--- src/rtl/aperture_remap_pkg.sv ---
package aperture_remap_pkg;
    localparam int ADDR_W    = 32;
    localparam int NIB       = 4;
    localparam int AP_IDX_W  = 4;
    localparam int N_AP      = 1 << AP_IDX_W;
    localparam int DATA_W    = 32;
    localparam int PER_WORD  = DATA_W / NIB;
    localparam int WORDS     = N_AP / PER_WORD;
    localparam int CFG_IDX_W = 3;
    localparam int SEL_W0    = 0;
    localparam int OFF_W0    = WORDS;
    localparam int UPD_W     = 2 * WORDS;
    localparam int LOW_W     = ADDR_W - AP_IDX_W;

    typedef logic [NIB-1:0]           nib_t;
    typedef nib_t [N_AP-1:0]          table_t;
    typedef logic [CFG_IDX_W-1:0]     cfg_idx_t;
    typedef logic [AP_IDX_W-1:0]      ap_idx_t;

    typedef struct packed {
        logic              valid;
        logic              err;
        nib_t              slave;
        logic [ADDR_W-1:0] addr;
    } xlate_out_t;

    function automatic cfg_idx_t sel_word(int ap);
        return cfg_idx_t'(SEL_W0 + ap / PER_WORD);
    endfunction

    function automatic cfg_idx_t off_word(int ap);
        return cfg_idx_t'(OFF_W0 + ap / PER_WORD);
    endfunction

    function automatic logic [ADDR_W-1:0] swap_top(nib_t off, logic [ADDR_W-1:0] a);
        return {off, a[LOW_W-1:0]};
    endfunction
endpackage

--- src/rtl/remap_cfg_regs.sv ---
module remap_cfg_regs
    import aperture_remap_pkg::*;
(
    input  logic                clk,
    input  logic                rst,
    input  logic                cfg_we,
    input  cfg_idx_t            cfg_idx,
    input  logic [DATA_W-1:0]   cfg_wdata,
    output logic [DATA_W-1:0]   cfg_rdata,
    output table_t              act_sel,
    output table_t              act_off
);
    table_t stg_sel, stg_off;
    logic   commit;

    assign commit = cfg_we && (cfg_idx == cfg_idx_t'(UPD_W)) && cfg_wdata[0];

    always_ff @(posedge clk) begin
        if (rst) begin
            stg_sel <= '0;
            stg_off <= '0;
            act_sel <= '0;
            act_off <= '0;
        end else begin
            for (int a = 0; a < N_AP; a++) begin
                if (cfg_we && cfg_idx == sel_word(a))
                    stg_sel[a] <= cfg_wdata[(a % PER_WORD)*NIB +: NIB];
                if (cfg_we && cfg_idx == off_word(a))
                    stg_off[a] <= cfg_wdata[(a % PER_WORD)*NIB +: NIB];
            end
            if (commit) begin
                act_sel <= stg_sel;
                act_off <= stg_off;
            end
        end
    end

    always_comb begin
        cfg_rdata = '0;
        for (int a = 0; a < N_AP; a++) begin
            if (cfg_idx == sel_word(a))
                cfg_rdata[(a % PER_WORD)*NIB +: NIB] = stg_sel[a];
            if (cfg_idx == off_word(a))
                cfg_rdata[(a % PER_WORD)*NIB +: NIB] = stg_off[a];
        end
    end

    AST_ACTIVE_HELD: assert property (@(posedge clk) disable iff (rst)
        !(cfg_we && cfg_idx == cfg_idx_t'(UPD_W) && cfg_wdata[0])
        |=> ($stable(act_sel) && $stable(act_off)));

    AST_COMMIT_COPIES: assert property (@(posedge clk) disable iff (rst)
        (cfg_we && cfg_idx == cfg_idx_t'(UPD_W) && cfg_wdata[0])
        |=> (act_sel == $past(stg_sel) && act_off == $past(stg_off)));
endmodule

--- src/rtl/remap_xlate.sv ---
module remap_xlate
    import aperture_remap_pkg::*;
(
    input  logic              clk,
    input  logic              rst,
    input  table_t            act_sel,
    input  table_t            act_off,
    input  logic              in_valid,
    input  logic [ADDR_W-1:0] in_addr,
    output xlate_out_t        res
);
    ap_idx_t idx;
    nib_t    sel, off;

    assign idx = in_addr[ADDR_W-1 -: AP_IDX_W];
    assign sel = act_sel[idx];
    assign off = act_off[idx];

    always_ff @(posedge clk) begin
        if (rst) begin
            res <= '0;
        end else begin
            res.valid <= in_valid;
            res.err   <= in_valid && (sel == '0);
            res.slave <= sel;
            res.addr  <= swap_top(off, in_addr);
        end
    end

    AST_ONE_CYCLE: assert property (@(posedge clk) disable iff (rst)
        in_valid |=> res.valid);

    AST_IDLE_QUIET: assert property (@(posedge clk) disable iff (rst)
        !res.valid |-> !res.err);

    AST_LOW_BITS: assert property (@(posedge clk) disable iff (rst)
        in_valid |=> res.addr[LOW_W-1:0] == $past(in_addr[LOW_W-1:0]));

    AST_ERR_ZERO_SLAVE: assert property (@(posedge clk) disable iff (rst)
        (res.valid && res.err) |-> res.slave == '0);
endmodule

--- src/rtl/aperture_remap.sv ---
module aperture_remap
    import aperture_remap_pkg::*;
(
    input  logic                 clk,
    input  logic                 rst,
    input  logic                 cfg_we,
    input  logic [CFG_IDX_W-1:0] cfg_idx,
    input  logic [DATA_W-1:0]    cfg_wdata,
    output logic [DATA_W-1:0]    cfg_rdata,
    input  logic                 in_valid,
    input  logic [ADDR_W-1:0]    in_addr,
    output logic                 out_valid,
    output logic [NIB-1:0]       out_slave,
    output logic [ADDR_W-1:0]    out_addr,
    output logic                 out_err
);
    table_t     act_sel, act_off;
    xlate_out_t res;

    remap_cfg_regs u_regs (
        .clk       (clk),
        .rst       (rst),
        .cfg_we    (cfg_we),
        .cfg_idx   (cfg_idx),
        .cfg_wdata (cfg_wdata),
        .cfg_rdata (cfg_rdata),
        .act_sel   (act_sel),
        .act_off   (act_off)
    );

    remap_xlate u_xlate (
        .clk      (clk),
        .rst      (rst),
        .act_sel  (act_sel),
        .act_off  (act_off),
        .in_valid (in_valid),
        .in_addr  (in_addr),
        .res      (res)
    );

    assign out_valid = res.valid;
    assign out_err   = res.err;
    assign out_slave = res.err ? '0 : res.slave;
    assign out_addr  = res.addr;
endmodule

--- config.mk ---
export PLATFORM = sky130hd
export DESIGN_NAME = aperture_remap
export DESIGN_NICKNAME = d
export VERILOG_FILES = /design/src/rtl/aperture_remap_pkg.sv /design/src/rtl/remap_cfg_regs.sv /design/src/rtl/remap_xlate.sv /design/src/rtl/aperture_remap.sv
export SDC_FILE = /design/constraint.sdc
export NUM_CORES = 1
export LEC_CHECK = 0
export BUFFER_PORTS_ARGS = -buffer_cell sky130_fd_sc_hd__buf_2
export CAP_MARGIN = 20
export CORE_ASPECT_RATIO = 0.8
export CORE_MARGIN = 2
export CORE_UTILIZATION = 55
export CTS_BUF_LIST = sky130_fd_sc_hd__clkbuf_16
export CTS_CLUSTER_DIAMETER = 120
export DETAILED_ROUTE_END_ITERATION = 6
export PLACE_DENSITY = 0.81
export SLEW_MARGIN = 20
export SYNTH_ARGS = -nofsm -noshare
export SYNTH_HDL_FRONTEND = slang
export SYNTH_HIERARCHICAL = 1
export SYNTH_SLANG_ARGS = --single-unit
--- constraint.sdc ---
create_clock -name clk -period 1.98 [get_ports clk]
set_input_delay 0.099 -clock clk [delete_from_list [all_inputs] [get_ports clk]]
set_output_delay 0.099 -clock clk [all_outputs]
set_load 0.1 [all_outputs]
==> results.sh <==
export IMPL_fin_area_um2=15900
export IMPL_hold_viol_final=0
export IMPL_hpwl_um=24300
export IMPL_hp_class="primary input to register"
export IMPL_busiest_layer="met2"
export IMPL_cellLeakagePower_nw=5.69
export IMPL_crit_start="u_regs/stg_off[52]"
export IMPL_utilization_pct=67.4
export IMPL_yosysTopAreaCell="dfxtp_1"
export IMPL_wl_um=37200
export IMPL_gp_congestion=0.834
export IMPL_cp_required_ns=1.88
export IMPL_grt_max_degree=125
export IMPL_tightest_slew_ns=0.662
export IMPL_synth_cell_types=30
export IMPL_firstDrtPassIters=6
export IMPL_first_global_vias=10200
export IMPL_port_buffers=140
export IMPL_drc=0
export IMPL_grt_usage_pct=29.1
export IMPL_worstPathMaxFanout=3
export IMPL_skew_ns=0.0183
export IMPL_critPathArrivalTime_ns=1.84
export IMPL_r2r_cells=4
export IMPL_viasPerCell=5.72
export IMPL_synth_ff_type="dfxtp_1"
export IMPL_clk_pin_slew_ns=0.06
export IMPL_clk_path_buf_depth=3
export IMPL_gr_usage_met3_pct=9.00
export IMPL_synth_edf_count=0
export IMPL_final_setup_viol_count=0
export IMPL_finalMaxSlewViolations=0
export IMPL_synth_top_area_share_pct=44.2
export IMPL_slowest_delay_ns=0.49
export IMPL_fin_cells=1840
export IMPL_dp_cells=1731
export IMPL_async_flop_share_pct=0
export IMPL_power_density_nw_per_um2=783
export IMPL_io_pins=141
export IMPL_post_dp_cell_area_um2=14400
export IMPL_grt_overflow=0
export IMPL_ir_drop_v=0.000664
export IMPL_setup_worst_path_start_class="register"
export IMPL_syn_avg_cell_area_um2=9.87
export IMPL_grt_pass1_wl_um=57000
export IMPL_worstSkewPairLatency_ns=0.55
export IMPL_cp_endpoint="cfg_rdata[20]"
export IMPL_initial_core_util_pct=56.4
export IMPL_period_share_pct=97.9
export IMPL_synth_seq_area_share_pct=44.2
export IMPL_min_period_ns=1.94
export IMPL_netlist_area_um2=13300
export IMPL_synth_common_cells="dfxtp_1 (294), nand2_1 (259), nand2b_1 (256)"
export IMPL_wl_per_cell_um=20.2
export IMPL_syn_num_nets=1419
export IMPL_vias=10500
export IMPL_dieHeight_um=143
export IMPL_drive_gt1_share_pct=21.8
export IMPL_ys_top_cells_by_area="dfxtp_1 (44%), nand2b_1 (12%), mux4_2 (11%)"
export IMPL_nFillCells=1720
export IMPL_hold_worst_slack_ns=0.0320
export IMPL_reg2reg_from="u_regs/act_sel[25]"
export IMPL_drtAntennaViolNets=0
export IMPL_yosysWarnings=6
export IMPL_antenna_found_initial=1
export IMPL_rsz0062_at_grt="no"
export IMPL_synth_cells=1348
export IMPL_cts_tree="done"
export IMPL_ys_ff_latch=294
export IMPL_die_area_um2=25500
export IMPL_cp_cell_sequence="mux4_2 -> nor2b_2 -> buf_2"
export IMPL_maxCapViolCount=0
export IMPL_rows=50
export IMPL_grtUsageMet1_pct=40.9
export IMPL_area_growth_pct=19.4
export IMPL_slew_headroom_pct=55.8
export IMPL_cts_max_level=1
export IMPL_drtIter0Drc=1108
export IMPL_r2r_end="u_xlate/res[36]"
export IMPL_ff2ff_setup_slack_ns=0.37
export IMPL_yosysMostFrequentCell="dfxtp_1"
export IMPL_met2_usage_pct=43.7
export IMPL_max_freq_mhz=516
export IMPL_status="complete, no violations"
export IMPL_fp_dieW_um=178
export IMPL_cts_root_buf="clkbuf_16"
export IMPL_critPathCaptureType="output pin"
export IMPL_path_class="register to output pin"
export IMPL_core_area_um2=23600
export IMPL_layout_nets=1581
export IMPL_cts_buffers=28
export IMPL_crit_slowest_cell="mux4_2"
export IMPL_clock_sinks=294
[final cells by class]
class                      instances  area [um^2]  area share [%]
sequential                       294         5890            37.0
clock buffer                      29          726            4.57
antenna                            1         2.50          0.0157
timing repair buffer             243         1860            11.7
multi-input combinational        943         6900            43.4
clock inverter                    18          130           0.819
tap                              312          390            2.46
[critical path, delay by kind of cell (launching register included)]
| kind | cells | cell delay, ns |
|---|---|---|
| multiplexers | 1 | 0.49 |
| flip-flops | 1 | 0.34 |
| buffers and inverters | 1 | 0.30 |
| AND/OR/NAND/NOR | 1 | 0.17 |
[timing repair]
action / CTS / global route
gates resized for setup: 1 / 11
buffers inserted: 0 / 0
endpoints found under the setup margin: 1 / 6
hold buffers: 61 / 0
hold endpoints to repair: 157 / 0
[power by group]
| group | internal, W | total [W] | switching [W] |
|---|---|---|---|
| Sequential | 0.00601 | 0.00607 | 0.0000612 |
| Combinational | 0.000467 | 0.00127 | 0.000802 |
| Clock | 0.00288 | 0.00511 | 0.00223 |
[sequential cells by signal, summed over array words and instances (netlist names)]
signal,count
u_regs/stg_off,64
u_regs/stg_sel,64
u_regs/act_off,64
u_xlate/res,38
u_regs/act_sel,64
[metrics by stage]
step / power, W / worst slack (ns) / TNS, ns
after CTS: 0.0125 / 0.00130 / 0
after global routing: 0.0128 / 0.00596 / 0
after detailed placement: 0.00735 / 0.182 / 0
after global placement: 0.00733 / 0.229 / 0
final: 0.0124 / 0.0419 / 0
after floorplan: 0.00703 / -0.267 / -1.07
[worst min path at each step]
stage               cells past startpoint  slack, ns   startpoint              end
floorplan                               1       0.17          rst   u_xlate/res[0]
detailed placement                      2       0.31  in_addr[22]  u_xlate/res[22]
global placement                        2       0.31  in_addr[16]  u_xlate/res[16]
finish                                  2       0.03          rst  u_xlate/res[27]
global route                            2       0.06          rst  u_xlate/res[26]
CTS                                     2       0.01          rst  u_xlate/res[27]
[routing by layer]
layer	part of all wire, %	vias up
met4	1.9	2
met5	0.032	-
li1	-	4822
met2	44	583
met3	12	64
met1	42	5061
[logic make-up after synthesis]
group / synth area share [%]
and+or+nand+nor: 23.9
muxes: 21.5
AOI/OAI and AO/OA: 5.64
DFF: 44.2
buffers and inverters: 4.75
[layout by cell type (no fill, tap or decap), types with 2 or more instances in the layout]
master,instances
clkinv_2,2
mux4_2,65
nand2_1,259
dfxtp_1,294
bufinv_16,2
buf_12,15
nor2b_2,32
mux2i_1,133
nor2b_1,39
nand2b_1,256
nand3_1,7
a31oi_1,3
dlygate4sd3_1,61
buf_4,38
buf_2,127
nand4bb_1,2
a22oi_1,2
a21oi_2,13
inv_1,7
nor4bb_4,2
clkinv_1,6
mux4_1,2
nor2_1,3
clkbuf_16,29
a21oi_1,115
Note: power is estimated with default switching activity, not from simulation.
